File: src/rtl/lpm_pkg.sv
package lpm_pkg;

  typedef enum logic [2:0] {
    ST_IDLE,
    ST_SR_ENTER,
    ST_SR_ACTIVE,
    ST_SR_WAIT_CLK,
    ST_SR_XSR,
    ST_DPD_ENTER,
    ST_DPD_ACTIVE,
    ST_DPD_EXIT
  } lpmState_e;

  typedef enum logic [1:0] {
    CMD_NOP,
    CMD_REFRESH,
    CMD_DPD
  } memCmd_e;

  // Strobes from control to datapath; every field is registered in the datapath.
  typedef struct packed {
    memCmd_e cmd;
    logic    ckeHigh;
    logic    clkOn;
    logic    readyOn;
    logic    xsrLoad;
    logic    xsrTick;
    logic    lostSet;
    logic    lostClr;
  } dpStrobe_t;

  // Pin pattern {cs, ras, cas, we}, all active low.
  function automatic logic [3:0] cmdPins(memCmd_e c);
    case (c)
      CMD_REFRESH: cmdPins = 4'b0001;
      CMD_DPD:     cmdPins = 4'b0110;
      default:     cmdPins = 4'b0111;
    endcase
  endfunction

endpackage

File: src/rtl/lpm_ctrl.sv
module lpm_ctrl
  import lpm_pkg::*;
(
  input  logic      clk,
  input  logic      rstN,
  input  logic      reqSelfRefresh,
  input  logic      reqDeepPd,
  input  logic      reqWake,
  input  logic      banksIdle,
  input  logic      clkStable,
  input  logic      reinitAck,
  input  logic      xsrZero,
  output dpStrobe_t strobes
);

  lpmState_e state, nextState;

  always_ff @(posedge clk) begin
    if (!rstN) state <= ST_IDLE;
    else       state <= nextState;
  end

  always_comb begin
    nextState = state;
    case (state)
      ST_IDLE: begin
        if (banksIdle) begin
          if (reqSelfRefresh)  nextState = ST_SR_ENTER;
          else if (reqDeepPd)  nextState = ST_DPD_ENTER;
        end
      end
      ST_SR_ENTER:    nextState = ST_SR_ACTIVE;
      ST_SR_ACTIVE:   if (reqWake)   nextState = ST_SR_WAIT_CLK;
      ST_SR_WAIT_CLK: if (clkStable) nextState = ST_SR_XSR;
      ST_SR_XSR:      if (xsrZero)   nextState = ST_IDLE;
      ST_DPD_ENTER:   nextState = ST_DPD_ACTIVE;
      ST_DPD_ACTIVE:  if (reqWake)   nextState = ST_DPD_EXIT;
      ST_DPD_EXIT:    if (reinitAck) nextState = ST_IDLE;
      default:        nextState = ST_IDLE;
    endcase
  end

  // Strobes describe the pin levels that belong to nextState.
  always_comb begin
    strobes = '0;
    case (nextState)
      ST_SR_ENTER:  strobes.cmd = CMD_REFRESH;
      ST_DPD_ENTER: strobes.cmd = CMD_DPD;
      default:      strobes.cmd = CMD_NOP;
    endcase
    strobes.ckeHigh = (nextState == ST_IDLE) || (nextState == ST_SR_XSR) ||
                      (nextState == ST_DPD_EXIT);
    strobes.clkOn   = (nextState != ST_SR_ACTIVE);
    strobes.readyOn = (nextState == ST_IDLE);
    strobes.xsrLoad = (state == ST_SR_WAIT_CLK) && (nextState == ST_SR_XSR);
    strobes.xsrTick = (state == ST_SR_XSR) && !xsrZero;
    strobes.lostSet = (state == ST_DPD_ACTIVE) && (nextState == ST_DPD_EXIT);
    strobes.lostClr = (state == ST_DPD_EXIT) && (nextState == ST_IDLE);
  end

endmodule

File: src/rtl/lpm_datapath.sv
module lpm_datapath
  import lpm_pkg::*;
#(
  parameter int XSR_CYCLES = 24
) (
  input  logic      clk,
  input  logic      rstN,
  input  dpStrobe_t strobes,
  output logic      xsrZero,
  output logic      memCsN,
  output logic      memRasN,
  output logic      memCasN,
  output logic      memWeN,
  output logic      memCke,
  output logic      memClkEn,
  output logic      cmdReady,
  output logic      dataLost
);

  localparam int CW = (XSR_CYCLES > 1) ? $clog2(XSR_CYCLES) : 1;
  localparam logic [CW-1:0] XSR_LOAD = CW'(XSR_CYCLES - 1);

  logic [CW-1:0] xsrCnt;
  logic [3:0]    pinReg;

  always_ff @(posedge clk) begin
    if (!rstN) begin
      pinReg   <= cmdPins(CMD_NOP);
      memCke   <= 1'b1;
      memClkEn <= 1'b1;
      cmdReady <= 1'b1;
    end else begin
      pinReg   <= cmdPins(strobes.cmd);
      memCke   <= strobes.ckeHigh;
      memClkEn <= strobes.clkOn;
      cmdReady <= strobes.readyOn;
    end
  end

  always_ff @(posedge clk) begin
    if (!rstN)                xsrCnt <= '0;
    else if (strobes.xsrLoad) xsrCnt <= XSR_LOAD;
    else if (strobes.xsrTick) xsrCnt <= xsrCnt - 1'b1;
  end

  always_ff @(posedge clk) begin
    if (!rstN)                dataLost <= 1'b0;
    else if (strobes.lostSet) dataLost <= 1'b1;
    else if (strobes.lostClr) dataLost <= 1'b0;
  end

  assign xsrZero = (xsrCnt == '0);
  assign {memCsN, memRasN, memCasN, memWeN} = pinReg;

endmodule

File: src/rtl/lpm_seq.sv
module lpm_seq
  import lpm_pkg::*;
#(
  parameter int XSR_CYCLES = 24
) (
  input  logic clk,
  input  logic rstN,
  input  logic reqSelfRefresh,
  input  logic reqDeepPd,
  input  logic reqWake,
  input  logic banksIdle,
  input  logic clkStable,
  input  logic reinitAck,
  output logic memCsN,
  output logic memRasN,
  output logic memCasN,
  output logic memWeN,
  output logic memCke,
  output logic memClkEn,
  output logic cmdReady,
  output logic dataLost
);

  dpStrobe_t strobes;
  logic      xsrZero;

  lpm_ctrl u_ctrl (
    .clk            (clk),
    .rstN           (rstN),
    .reqSelfRefresh (reqSelfRefresh),
    .reqDeepPd      (reqDeepPd),
    .reqWake        (reqWake),
    .banksIdle      (banksIdle),
    .clkStable      (clkStable),
    .reinitAck      (reinitAck),
    .xsrZero        (xsrZero),
    .strobes        (strobes)
  );

  lpm_datapath #(.XSR_CYCLES(XSR_CYCLES)) u_dp (
    .clk      (clk),
    .rstN     (rstN),
    .strobes  (strobes),
    .xsrZero  (xsrZero),
    .memCsN   (memCsN),
    .memRasN  (memRasN),
    .memCasN  (memCasN),
    .memWeN   (memWeN),
    .memCke   (memCke),
    .memClkEn (memClkEn),
    .cmdReady (cmdReady),
    .dataLost (dataLost)
  );

endmodule

File: config.mk
export PLATFORM = sky130hd
export DESIGN_NAME = lpm_seq
export DESIGN_NICKNAME = d
export VERILOG_FILES = /design/src/rtl/lpm_pkg.sv /design/src/rtl/lpm_ctrl.sv /design/src/rtl/lpm_datapath.sv /design/src/rtl/lpm_seq.sv
export SDC_FILE = /design/constraint.sdc
export NUM_CORES = 1
export LEC_CHECK = 0
export ABC_AREA = 0
export ABC_CLOCK_PERIOD_IN_PS = 3000
export BUFFER_PORTS_ARGS = -buffer_cell sky130_fd_sc_hd__buf_2
export CAP_MARGIN = 10
export CORE_MARGIN = 2
export CORE_UTILIZATION = 46
export CTS_CLUSTER_SIZE = 20
export DETAILED_ROUTE_END_ITERATION = 8
export GPL_TIMING_DRIVEN = 0
export PLACE_DENSITY = 0.78
export SLEW_MARGIN = 20
export SYNTH_ARGS = -nofsm -noshare
export SYNTH_HDL_FRONTEND = slang
export SYNTH_SLANG_ARGS = --single-unit
File: constraint.sdc
create_clock -name clk -period 3 [get_ports clk]
set_input_delay 0.3 -clock clk [delete_from_list [all_inputs] [get_ports clk]]
set_output_delay 0.3 -clock clk [all_outputs]
set_load 0.01 [all_outputs]
======== Word-level counts from Yosys, hierarchy flattened ========
Cells that the tools add are included.
word-level totals
  register bits ........................... 16
  logic and storage cells ................. 52
cells by class
  $add $sub $neg .......................... 1
  equality and inequality tests ........... 14
  mux-type cells .......................... 15
  bitwise operators ....................... 1
  reduce and logical (&&, ||, !) cells .... 13
operators with widths
  operator                                                number
  2-to-1 mux 3 bit                                        8
  one-hot mux 3 bit (8 select lines)                      1
  == test 3 bit (second input constant)                   7
  2-to-1 mux 5 bit                                        2
  == test 3 x 1 -> 1 bit (second input constant)          2
  == test 3 x 2 -> 1 bit (second input constant)          2
  zero test 3 bit                                         2
  one-hot mux 3 bit (2 select lines)                      1
  zero test 5 bit                                         1
  subtractor 5 x 1 -> 5 bit (second input constant)       1
  logical AND 1 bit                                       4
  one-hot mux 2 bit (2 select lines)                      1
  nonzero test 2 bit                                      2
  inequality test 3 x 2 -> 1 bit (second input constant)  1
  == test 2 x 1 -> 1 bit (second input constant)          1
  == test 2 bit (second input constant)                   1
  logical OR 1 bit                                        2
  2-to-1 mux 1 bit                                        2
  OR reduction 2 bit                                      1
  zero test 1 bit                                         1
  NOT 1 bit                                               1

======== Logic depth before layout (Yosys ltp) ========
Gate-level depths: netlist of the first run.
  depth after elaboration ................. 8
  depth in mapped cells ................... 6
  mapped depth without buffers ............ 6

======== By module ========
A second synthesis of the first run with hierarchy kept.
unflattened totals
  cells, all modules ...................... 89
  area total of the unflattened synthesis .. 753.2 um2
by module, submodules not included
  module        times used  cells an instance  area an instance (um2)
  lpm_datapath  1           40                 431.7
  lpm_ctrl      1           49                 321.6

======== Least setup slack after synthesis of the first run ========
No wires, ideal clock.
  kind .................................... register to register
  start ................................... reg u_dp.xsrCnt[0]
  end ..................................... reg u_dp.xsrCnt[1]
  library setup time ...................... 0.070 ns
  data arrival time ....................... 1.572 ns
  data required time ...................... 2.930 ns
  setup slack ............................. 1.358 ns
  cell stages (with the launch flop) ...... 7
  buffers on the path ..................... 0
  clock period less this slack ............ 1.642 ns
  cells stage by stage .................... dfxtp_1 > inv_1 > ha_1 > or4b_4 > nand3_4 > mux2_2 > a21oi_1
between the ends
  cells in the longest elaborated chain, start to end .. 6
  elaborated cells on any way between the ends .. 11
  classes of those cells .................. 1 x add/sub; 1 x eq/ne; 4 x mux; 5 x reduce/logical
ends and longest elaborated chain
  what                                                           RTL line            text
  from (decl)                                                    lpm_datapath.sv:23  logic [CW-1:0] xsrCnt;
  from (signal assigned)                                         lpm_datapath.sv:43  else if (strobes.xsrTick) xsrCnt <= xsrCnt - 1'b1;
  zero test 5 bit                                                lpm_datapath.sv:52  assign xsrZero = (xsrCnt == '0);
  2-to-1 mux 3 bit                                               lpm_ctrl.sv:35      ST_SR_XSR: if (xsrZero) nextState = ST_IDLE;
  one-hot mux 3 bit (8 select lines)                             lpm_ctrl.sv:25      case (state)
  == test 3 bit                                                  lpm_ctrl.sv:55      strobes.xsrLoad = (state == ST_SR_WAIT_CLK) && (nextState == ST_SR_XSR);
  logical AND 1 bit                                              lpm_ctrl.sv:55
  2-to-1 mux 5 bit / nonzero test 2 bit (equally long branches)  n/a
Several ways; a longest one is shown, not always the timed one. The select of a mux whose other input is x is not followed.
A chain may end at the register's enable or synchronous reset.

======== Final worst setup path of the first run ========
Same ends and word-level chain as after synthesis.

==> qor.json, run 1 <==
{
  "critPathLaunchType": {"value": "register"},
  "std_cell_rows": {"value": 14},
  "synth_cell_types": {"value": 36},
  "power.static_leakage": {"value": 0.346, "unit": "nW"},
  "final_cell_count_no_fill": {"value": 105},
  "finalSetupTns": {"value": 0, "unit": "ns"},
  "final_hold_viol_count": {"value": 0},
  "detailedRoute.firstPassIterationCount": {"value": 4},
  "finish.net_count": {"value": 100},
  "vias_per_cell": {"value": 5.52},
  "grt_setup_unrepaired": {"value": "false"},
  "path_max_fanout": {"value": 5},
  "dpl_worst_slack": {"value": 1.24, "unit": "ns"},
  "diodes": {"value": 0},
  "placed_cells_incl_taps": {"value": 101},
  "r2r_slack": {"value": 1.24, "unit": "ns"},
  "layout_worst_path_cycle_share": {"value": 58.8, "unit": "%"},
  "vdd.ir_drop.worst": {"value": 0.296, "unit": "mV"},
  "final_worst_slack": {"value": 1.24, "unit": "ns"},
  "worst-endpoint-arrival": {"value": 1.96, "unit": "ns"},
  "initial_antenna_violation_count": {"value": 0},
  "drt_iter0_drc": {"value": 9},
  "post_cts_hold_buffer_count": {"value": 0},
  "finalPower": {"value": 0.000533, "unit": "W"},
  "track_usage": {"value": 16.7, "unit": "%"},
  "fill_cell_instance_count_of_the_final_layout": {"value": 147},
  "ys.warnings.count": {"value": 0},
  "synth.yosys.seq_area_share": {"value": 38.6, "unit": "%"},
  "required": {"value": 3.20, "unit": "ns"},
  "floorplan.core_area": {"value": 1490, "unit": "µm²"},
  "timing.final.crit_period": {"value": 1.76, "unit": "ns"},
  "worst_hold_slack": {"value": 0.255, "unit": "ns"},
  "crit_type": {"value": "reg -> reg"},
  "ant_nets": {"value": 0},
  "number_of_synthesized_register_bits": {"value": 14},
  "max_cap_violation_count": {"value": 0},
  "timing.fmax": {"value": 567, "unit": "MHz"},
  "die_x": {"value": 43.7, "unit": "µm"},
  "port-buffer-count": {"value": 14},
  "remaining_drc_errors": {"value": 0},
  "tritoncts.num_buffers": {"value": 3},
  "detail_route.wirelength": {"value": 1.37, "unit": "mm"},
  "post_drt_wl_per_cell": {"value": 13.0, "unit": "µm"},
  "clock_sinks": {"value": 14},
  "largest_net_degree_at_the_start_of_global_routing": {"value": 11},
  "rr_worst_depth": {"value": 6},
  "power_density": {"value": 626, "unit": "nW/µm²"},
  "worstHoldPathType": {"value": "in -> reg"},
  "syn_area_per_cell": {"value": 10.2, "unit": "µm²"},
  "min_delay_path_depth": {"value": 2},
  "synth_area": {"value": 726, "unit": "µm²"},
  "syn_nets": {"value": 81},
  "grt_pass1_wl": {"value": 2.35, "unit": "mm"},
  "syn_inst": {"value": 71},
  "timing_max_transition_violations_final": {"value": 0},
  "cts_max_level": {"value": 1},
  "status": {"value": "finished, final reports clean"},
  "io-pin-count": {"value": 16},
  "cts.reportedPaths.clkPinSlew": {"value": 0.09, "unit": "ns"},
  "cts.path.max_buffers": {"value": 2},
  "design.die.area": {"value": 1910, "unit": "µm²"},
  "post_cts_buffers": {"value": 0},
  "endpoint_kind": {"value": "register"},
  "post_cts.resized_instances": {"value": 0},
  "dp_hpwl": {"value": 1.04, "unit": "mm"},
  "clk_latency": {"value": 0.27, "unit": "ns"},
  "grt_pass1_vias": {"value": 580},
  "num_vias": {"value": 580},
  "floorplan.initialDensity": {"value": 48.7, "unit": "%"},
  "timing.clock.skew": {"value": 0.00902, "unit": "ns"},
  "die_height": {"value": 43.7, "unit": "µm"},
  "areaGrowthSynthToFinish": {"value": 17.4, "unit": "%"},
  "overflow_left_after_global_routing": {"value": 0},
  "final_layout_size_suffix_gt1_share": {"value": 39.3, "unit": "%"},
  "clock_tree_from_tritoncts": {"value": "yes"},
  "place.gp.congestion": {"value": 0.893},
  "ctsRootBufferMaster": {"value": "clkbuf_4"},
  "report.final.setup_viol": {"value": 0}
}
-- synthesized netlist by cell type --
cell type	count	share of area, %
nand3_1	1	0.69
o21ai_0	2	1.4
a32oi_1	1	1.2
nor2b_1	1	0.86
and3_1	1	0.86
nand4b_1	1	1.2
nor2_1	3	1.6
a221oi_4	1	3.6
or3_2	1	1.0
o21ai_1	1	0.69
nand3b_1	3	3.1
or4b_4	1	1.9
and2_2	2	2.1
a21oi_1	4	2.8
a211oi_2	1	1.7
a21o_2	1	1.2
nor3_2	1	1.4
nand4_4	1	2.9
a31oi_1	2	1.7
ha_1	2	3.4
mux2_2	2	3.1
nand3_4	1	2.4
nand4_1	2	1.7
a311oi_1	1	1.2
dfxtp_1	14	39
a21oi_2	1	1.2
o22ai_1	1	0.86
xnor2_1	2	2.4
nor3_1	1	0.69
xor2_1	1	1.2
nand2_1	3	1.6
and3b_1	2	2.4
nor2_4	1	1.6
inv_1	4	2.1
conb_1	1	0.52
buf_4	3	3.1
-- cell type report --
class / instances / area [µm²] / share of cell area (%)
Multi-Input combinational cell: 50 / 408 / 47.9
Sequential cell: 14 / 280 / 32.9
Timing Repair Buffer: 14 / 70.1 / 8.22
Clock buffer: 4 / 36.3 / 4.26
Buffer: 3 / 22.5 / 2.64
Tap cell: 16 / 20.0 / 2.35
Inverter: 4 / 15.0 / 1.76
-- cell usage in the layout (no fill, tap or decap), types with 2 or more instances in the layout --
cell      instances
xnor2_1           2
dfxtp_1          14
a21oi_1           4
clkbuf_4          3
buf_2            14
buf_4             3
inv_1             4
nand2_1           3
nor2_1            3
and3b_1           2
a31oi_1           2
and2_2            2
ha_1              2
nand3b_1          3
o21ai_0           2
mux2_2            2
nand4_1           2
-- kinds of logic (layout without fill, tap and decap cells) --
logic type | after synthesis | count (layout) | synth area share, %
DFF | 14 | 14 | 38.6
other | 1 | 1 | 0.517
buffers and inverters | 7 | 25 | 5.17
and+or+nand+nor | 26 | 26 | 27.9
muxes | 2 | 2 | 3.10
AOI/OAI and AO/OA | 16 | 16 | 17.6
xor gates and xnor gates | 3 | 3 | 3.62
adders and majority gates | 2 | 2 | 3.45
-- sequential cells by signal, indices dropped and copies added, names as in the netlist --
signal / flops
u_ctrl.state: 3
u_dp.cmdReady: 1
u_dp.dataLost: 1
u_dp.memCke: 1
u_dp.memClkEn: 1
u_dp.pinReg: 2
u_dp.xsrCnt: 5
-- metal layers --
layer | part of all wire (%) | track usage [%] | wire, µm | vias to the layer above
met3 | 4.3 | 4.17 | 59 | 2
met2 | 52 | 27.6 | 709 | 14
met1 | 43 | 19.2 | 589 | 272
li1 | - | - | - | 292
met5 | 0 | 0 | 0 | -
met4 | 0.80 | 10.3 | 11 | 0
-- worst paths after layout --
kind | from | endpoint
max | u_dp.xsrCnt[0] | u_dp.xsrCnt[1]
min | rstN | u_dp.cmdReady
max reg2reg | u_dp.xsrCnt[0] | u_dp.xsrCnt[1]
min reg2reg | u_dp.xsrCnt[4] | u_dp.xsrCnt[4]
-- worst max-delay path: stages, from the launching register on --
cell and delay (ns):
dfxtp_1 0.32, inv_1 0.11, ha_1 0.15, or4b_4 0.49, nand3_4 0.14, mux2_2 0.34, a21oi_1 0.14
-- stage by stage --
stage	util, %	cell area (µm²)
after floorplan	-	726
after global placement	54.8	816
after detailed placement	54.8	816
after CTS	57.2	852
after global routing	57.2	852
final	57.2	852
-- report_power, final --
group | internal [W] | total, W | switching [W]
Clock | 0.0000736 | 0.000133 | 0.0000593
Combinational | 0.0000747 | 0.000162 | 0.0000876
Sequential | 0.000213 | 0.000238 | 0.0000249
Power figures use the tool's default switching activity.
==> inputs of run 2 (changes only) <==
--- a/config.mk
+++ b/config.mk
@@ -5,8 +5,8 @@
 export SDC_FILE = /design/constraint.sdc
 export NUM_CORES = 1
 export LEC_CHECK = 0
-export ABC_AREA = 0
-export ABC_CLOCK_PERIOD_IN_PS = 3000
+export ABC_AREA = 1
+export ABC_CLOCK_PERIOD_IN_PS = 1540
 export BUFFER_PORTS_ARGS = -buffer_cell sky130_fd_sc_hd__buf_2
 export CAP_MARGIN = 10
 export CORE_MARGIN = 2
@@ -14,7 +14,7 @@
 export CTS_CLUSTER_SIZE = 20
 export DETAILED_ROUTE_END_ITERATION = 8
 export GPL_TIMING_DRIVEN = 0
-export PLACE_DENSITY = 0.78
+export PLACE_DENSITY = 0.81
 export SLEW_MARGIN = 20
 export SYNTH_ARGS = -nofsm -noshare
 export SYNTH_HDL_FRONTEND = slang
==> constraint.sdc (replaced) <==
create_clock -name clk -period 1.54 [get_ports clk]
set_input_delay 0.154 -clock clk [delete_from_list [all_inputs] [get_ports clk]]
set_output_delay 0.154 -clock clk [all_outputs]
set_load 0.01 [all_outputs]
==> run 2 against run 1 <==
First-iteration DRC count rose by 11%. Non-clock buffer count up 1. Synthesized area increased by 1.9%. Via count up 18%. Fmax rose by 21%. Routed wire length grew 6.3%. Sequential power increased by 100%. Critical endpoint is now u_dp.pinReg[1].
==> qor.json, run 2 <==
{
  "timing.final.crit_period": {"value": 1.45, "unit": "ns"},
  "detailedRoute.firstPassIterationCount": {"value": 4},
  "place.gp.congestion": {"value": 0.791},
  "diodes": {"value": 0},
  "synth_cell_types": {"value": 26},
  "layout_commonest_cell": {"value": "nand2_1"},
  "detail_route.wirelength": {"value": 1.46, "unit": "mm"},
  "syn_nets": {"value": 111},
  "ys_async_sr_fraction": {"value": 0, "unit": "%"},
  "timing.clock.skew": {"value": 0.000550, "unit": "ns"},
  "dp_hpwl": {"value": 1.14, "unit": "mm"},
  "timing_max_transition_violations_final": {"value": 0},
  "io-pin-count": {"value": 16},
  "final-seq-area": {"value": 280, "unit": "µm²"},
  "num_vias": {"value": 686},
  "cts.path.max_buffers": {"value": 2},
  "cts.reportedPaths.clkPinSlew": {"value": 0.08, "unit": "ns"},
  "biggestRegsByFlops": {"value": "u_dp.xsrCnt: 5 flops, u_ctrl.state: 3 flops, u_dp.pinReg: 2 flops"},
  "final_cell_count_no_fill": {"value": 135},
  "ys_top_cells_by_area": {"value": "dfxtp_1 38%, nand2_1 9.6%, nand3_1 8.8%"},
  "drt_iter0_drc": {"value": 10},
  "ctsRootBufferMaster": {"value": "clkbuf_4"},
  "worstHoldPathType": {"value": "in -> reg"},
  "remaining_drc_errors": {"value": 0},
  "post_synth_most_frequent_cells": {"value": "19 x nand2_1, 14 x dfxtp_1, 13 x nand3_1, 12 x inv_1"},
  "design.die.area": {"value": 1940, "unit": "µm²"},
  "worst-endpoint-arrival": {"value": 1.60, "unit": "ns"},
  "syn_inst": {"value": 101},
  "mostFrequentLayoutCells": {"value": "19 x nand2_1, 14 x buf_2, 14 x dfxtp_1"},
  "critPathLaunchType": {"value": "register"},
  "endpoint_kind": {"value": "register"},
  "cts_max_level": {"value": 1},
  "final_util": {"value": 58.0, "unit": "%"},
  "critical_path.max_stage_delay": {"value": 0.32, "unit": "ns"},
  "floorplan.initialDensity": {"value": 49.1, "unit": "%"},
  "crit_type": {"value": "reg -> reg"},
  "layout_worst_path_cycle_share": {"value": 94.3, "unit": "%"},
  "largest_register_ff_count": {"value": 5},
  "grt_pass1_wl": {"value": 2.42, "unit": "mm"},
  "worstPathCellList": {"value": "inv_1 -> ha_1 -> nand2_1 -> o21ai_4 -> nand3_2 -> nor3_2 -> nand3_1"},
  "placed_cells_incl_taps": {"value": 131},
  "cpMaxStageDelayCell": {"value": "dfxtp_1"},
  "final_hold_viol_count": {"value": 0},
  "clock_sinks": {"value": 14},
  "worst_hold_slack": {"value": 0.110, "unit": "ns"},
  "power_density": {"value": 1380, "unit": "nW/µm²"},
  "fill_cell_instance_count_of_the_final_layout": {"value": 152},
  "std_cell_rows": {"value": 14},
  "postSynth.topFlopCell": {"value": "dfxtp_1"},
  "areaGrowthSynthToFinish": {"value": 18.1, "unit": "%"},
  "yosys.area.top_type_share": {"value": 37.9, "unit": "%"},
  "number_of_synthesized_register_bits": {"value": 14},
  "synth_area": {"value": 739, "unit": "µm²"},
  "final_worst_slack": {"value": 0.0881, "unit": "ns"},
  "syn_area_per_cell": {"value": 7.32, "unit": "µm²"},
  "post_drt_wl_per_cell": {"value": 10.8, "unit": "µm"},
  "ys.warnings.count": {"value": 0},
  "final_layout_size_suffix_gt1_share": {"value": 31.1, "unit": "%"},
  "dpl_worst_slack": {"value": 0.0825, "unit": "ns"},
  "floorplan.core_area": {"value": 1510, "unit": "µm²"},
  "report.final.setup_viol": {"value": 0},
  "yosysMostFrequentCell": {"value": "nand2_1"},
  "grt_setup_unrepaired": {"value": "false"},
  "status": {"value": "finished, final reports clean"},
  "power.static_leakage": {"value": 0.435, "unit": "nW"},
  "die_x": {"value": 44.1, "unit": "µm"},
  "overflow_left_after_global_routing": {"value": 0},
  "vdd.ir_drop.worst": {"value": 0.664, "unit": "mV"},
  "vias_per_cell": {"value": 5.08},
  "timing.fmax": {"value": 689, "unit": "MHz"},
  "synth.yosys.seq_area_share": {"value": 37.9, "unit": "%"},
  "required": {"value": 1.69, "unit": "ns"},
  "die_height": {"value": 44.1, "unit": "µm"},
  "synthDominantAreaCellType": {"value": "dfxtp_1"},
  "tritoncts.num_buffers": {"value": 3},
  "track_usage": {"value": 17.2, "unit": "%"},
  "max_cap_violation_count": {"value": 0},
  "clk_latency": {"value": 0.28, "unit": "ns"},
  "port-buffer-count": {"value": 14},
  "finish.net_count": {"value": 130},
  "path_max_fanout": {"value": 5},
  "initial_antenna_violation_count": {"value": 0},
  "finalSetupTns": {"value": 0, "unit": "ns"},
  "grt_pass1_vias": {"value": 620},
  "number_of_flops_mapped_to_enable_cells_by_yosys": {"value": 0},
  "largest_net_degree_at_the_start_of_global_routing": {"value": 10},
  "largest-register": {"value": "u_dp.xsrCnt"},
  "multiInputGateArea": {"value": 360, "unit": "µm²"},
  "clock_tree_from_tritoncts": {"value": "yes"},
  "ant_nets": {"value": 0}
}
-- run 2: cell type report --
| cell class | count | area share, % |
|---|---|---|
| timing repair buffer | 14 | 8.02 |
| sequential | 14 | 32.1 |
| tap | 16 | 2.29 |
| clock buffer | 4 | 4.15 |
| buffer | 4 | 4.30 |
| inverter | 18 | 7.88 |
| multi-input combinational | 65 | 41.3 |
-- run 2: path summary, 6_finish.rpt --
kind	start	endpoint	slack (ns)	cells past startpoint
max	u_dp.xsrCnt[0]	u_dp.pinReg[1]	0.09	7
min	rstN	u_dp.pinReg[0]	0.11	2
max reg2reg	u_dp.xsrCnt[0]	u_dp.pinReg[1]	0.09	7
min reg2reg	u_dp.dataLost	u_dp.dataLost	0.47	2
-- run 2: worst max-delay path, delay by kind of cell (launching register included) --
kind / cells / cell delay [ns]
fa+ha+maj: 1 / 0.16
buf+inv: 1 / 0.11
flops: 1 / 0.32
simple gates: 4 / 0.53
compound gates: 1 / 0.21
-- run 2: through the flow --
stage	total power (W)	instance area, µm²
after CTS	0.00121	866
after global placement	0.000932	830
after detailed placement	0.000949	830
after global routing	0.00130	873
final	0.00121	873
after floorplan	0.000830	739
-- run 2: logic make-up (layout without fill, tap and decap cells) --
family,Yosys count,in the layout,synth area share [%]
xor gates and xnor gates,1,1,1.18
adders and majority gates,2,2,3.38
AOI/OAI and AO/OA,13,13,10.3
DFF,14,14,37.9
and+or+nand+nor,48,48,32.3
other,1,1,0.507
buffers and inverters,22,40,14.4
-- run 2: report_power, final --
part,switching [W],internal [W]
sequential,0.0000372,0.000440
combinational,0.000283,0.000186
clock,0.000119,0.000144
-- run 2: repair_timing --
item,CTS,global route
hold buffers,0,0
setup buffers,0,0
setup endpoints to repair,0,5
hold endpoints to repair,0,0
gates resized for setup,0,1
-- run 2: routing by layer --
layer | up-vias | routed length (µm) | global-route usage [%]
met5 | - | 0 | 0
met4 | 0 | 10 | 3.64
met3 | 2 | 73 | 6.12
met2 | 16 | 806 | 32.9
met1 | 309 | 564 | 17.6
li1 | 359 | - | -
==> inputs of run 3 (changes only) <==
--- a/config.mk
+++ b/config.mk
@@ -5,7 +5,7 @@
 export SDC_FILE = /design/constraint.sdc
 export NUM_CORES = 1
 export LEC_CHECK = 0
-export ABC_AREA = 1
+export ABC_AREA = 0
 export ABC_CLOCK_PERIOD_IN_PS = 1540
 export BUFFER_PORTS_ARGS = -buffer_cell sky130_fd_sc_hd__buf_2
 export CAP_MARGIN = 10
==> run 3 against run 2 <==
The run now ends with negative setup slack left. Fmax shrank 10%. First-iteration DRC count grew 20%. Worst setup slack lost 0.16 ns. Via count shrank 7.9%. Final area grew 6.2%. Die area shrank 1.7%. Count of clock-buffer cells in the layout is the same. Sequential power is essentially flat. Sequential share of layout area shrank 1.2 points. Critical path type unchanged. Critical endpoint is now u_dp.memClkEn. Largest cell class unchanged. Largest power group unchanged.
==> qor.json, run 3 (synthesis results as in run 1) <==
{
  "status": {"value": "finished, violations left"},
  "violations_in_the_final_reports": {"value": "negative setup slack"},
  "detailedRoute.firstPassIterationCount": {"value": 4},
  "tritoncts.num_buffers": {"value": 3},
  "std_cell_rows": {"value": 14},
  "die_height": {"value": 43.7, "unit": "µm"},
  "largest-register": {"value": "u_dp.xsrCnt"},
  "timing_max_transition_violations_final": {"value": 0},
  "critPathLaunchType": {"value": "register"},
  "required": {"value": 1.70, "unit": "ns"},
  "timing.final.crit_period": {"value": 1.61, "unit": "ns"},
  "floorplan.initialDensity": {"value": 48.7, "unit": "%"},
  "place.gp.congestion": {"value": 0.886},
  "floorplan.core_area": {"value": 1490, "unit": "µm²"},
  "grt_pass1_wl": {"value": 2.44, "unit": "mm"},
  "layout.cell_area.non_filler": {"value": 927, "unit": "µm²"},
  "dp_hpwl": {"value": 1.06, "unit": "mm"},
  "cts.path.max_buffers": {"value": 2},
  "endpoint_kind": {"value": "register"},
  "vdd.ir_drop.worst": {"value": 0.629, "unit": "mV"},
  "design.die.area": {"value": 1910, "unit": "µm²"},
  "initial_antenna_violation_count": {"value": 0},
  "finish.net_count": {"value": 105},
  "report.final.setup_viol": {"value": 8},
  "layout_worst_path_cycle_share": {"value": 105, "unit": "%"},
  "die_x": {"value": 43.7, "unit": "µm"},
  "largest_register_ff_count": {"value": 5},
  "finalPower": {"value": 0.00110, "unit": "W"},
  "drt_iter0_drc": {"value": 12},
  "worstHoldPathType": {"value": "in -> reg"},
  "detail_route.wirelength": {"value": 1.54, "unit": "mm"},
  "power_density": {"value": 1190, "unit": "nW/µm²"},
  "mostFrequentLayoutCells": {"value": "14 x buf_2, 9 x dfxtp_1, 8 x buf_4"},
  "timing.fmax": {"value": 620, "unit": "MHz"},
  "remaining_drc_errors": {"value": 0},
  "ant_nets": {"value": 0},
  "port-buffer-count": {"value": 14},
  "overflow_left_after_global_routing": {"value": 0},
  "placement.cell_area": {"value": 823, "unit": "µm²"},
  "io-pin-count": {"value": 16},
  "final_layout_size_suffix_gt1_share": {"value": 54.3, "unit": "%"},
  "diodes": {"value": 0},
  "cts_max_level": {"value": 1},
  "layout_commonest_cell": {"value": "buf_2"},
  "final_hold_viol_count": {"value": 0},
  "timing.clock.skew": {"value": 0.0108, "unit": "ns"},
  "worst-endpoint-arrival": {"value": 1.77, "unit": "ns"},
  "clock_tree_from_tritoncts": {"value": "yes"},
  "largest_net_degree_at_the_start_of_global_routing": {"value": 11},
  "areaGrowthSynthToFinish": {"value": 27.8, "unit": "%"},
  "cts.reportedPaths.clkPinSlew": {"value": 0.10, "unit": "ns"},
  "vias_per_cell": {"value": 5.75},
  "clock_sinks": {"value": 14},
  "clk_latency": {"value": 0.29, "unit": "ns"},
  "power.static_leakage": {"value": 0.383, "unit": "nW"},
  "worst_hold_slack": {"value": 0.0891, "unit": "ns"},
  "ctsRootBufferMaster": {"value": "clkbuf_4"},
  "track_usage": {"value": 18.0, "unit": "%"},
  "num_vias": {"value": 632},
  "final_worst_slack": {"value": -0.0740, "unit": "ns"},
  "grt_setup_unrepaired": {"value": "true"},
  "max_cap_violation_count": {"value": 0},
  "post_cts_hold_buffer_count": {"value": 0},
  "path_max_fanout": {"value": 5},
  "post_drt_wl_per_cell": {"value": 14.0, "unit": "µm"},
  "grt_pass1_vias": {"value": 563},
  "biggestRegsByFlops": {"value": "u_dp.xsrCnt: 5 flops, u_ctrl.state: 3 flops, u_dp.pinReg: 2 flops"},
  "crit_type": {"value": "reg -> reg"}
}
## run 3: cell count changes in the layout (fill, tap and decap cells not counted), sizes merged, moves of 3 or more
| cell | previous run | this run |
|---|---|---|
| inv | 16 | 4 |
| o21ai | 6 | 3 |
| nand2 | 21 | 3 |
| nand3 | 15 | 2 |
| buf | 18 | 22 |
| nand3b | 0 | 3 |
## run 3: cell type report
cell class                      instances  area, µm²
Sequential cell                        14        287
Buffer                                  3       22.5
Tap cell                               16       20.0
Multi-Input combinational cell         50        439
Timing Repair Buffer                   19        108
Fill cell                             137        562
Clock buffer                            4       36.3
Inverter                                4       15.0
## run 3: worst max-delay path, stage by stage (launching register included)
cell	delay, ns
dfxtp_2	0.34
inv_2	0.07
ha_4	0.11
or4b_4	0.48
nand3_4	0.12
nand4_4	0.14
nand4b_1	0.23
## run 3: power by group
part / total (W) / internal (W) / switching (W)
clock network: 0.000277 / 0.000144 / 0.000133
logic: 0.000353 / 0.000169 / 0.000184
registers: 0.000475 / 0.000420 / 0.0000548
total: 0.00110 / 0.000733 / 0.000371
## run 3: worst paths after layout
kind | startpoint | to | slack, ns | cells past startpoint
worst max-delay path | u_dp.xsrCnt[0] | u_dp.memClkEn | -0.07 | 6
worst max register to register | u_dp.xsrCnt[0] | u_dp.memClkEn | -0.07 | 6
worst min register to register | u_dp.xsrCnt[4] | u_dp.xsrCnt[4] | 0.55 | 2
worst min-delay path | rstN | u_dp.cmdReady | 0.09 | 2
## run 3: metrics by stage
step / cells / util (%) / TNS, ns / setup WS (ns)
6_report: 110 / 62.3 / -0.368 / -0.0740
5_1_grt: 110 / 62.3 / -0.852 / -0.129
4_1_cts: 108 / 60.8 / -0.375 / -0.0846
3_5_place_dp: 101 / 55.3 / -0.516 / -0.115
3_3_place_gp: 101 / 55.3 / -0.229 / -0.0535
2_1_floorplan: 71 / - / -0.00393 / -0.00393
## run 3: routing by layer
layer	share of wire [%]	vias to the layer above	track usage (%)
met5	0	-	0
met4	4.3	0	12.7
met3	3.5	9	5.00
met2	52	17	29.4
met1	40	304	20.0
li1	-	302	-
## run 3: repair_timing
action / 4_1_cts / 5_1_grt
setup buffers: 3 / 2
pin swaps: 3 / 3
gates resized for setup: 7 / 3
endpoints found under the setup margin: 7 / 9
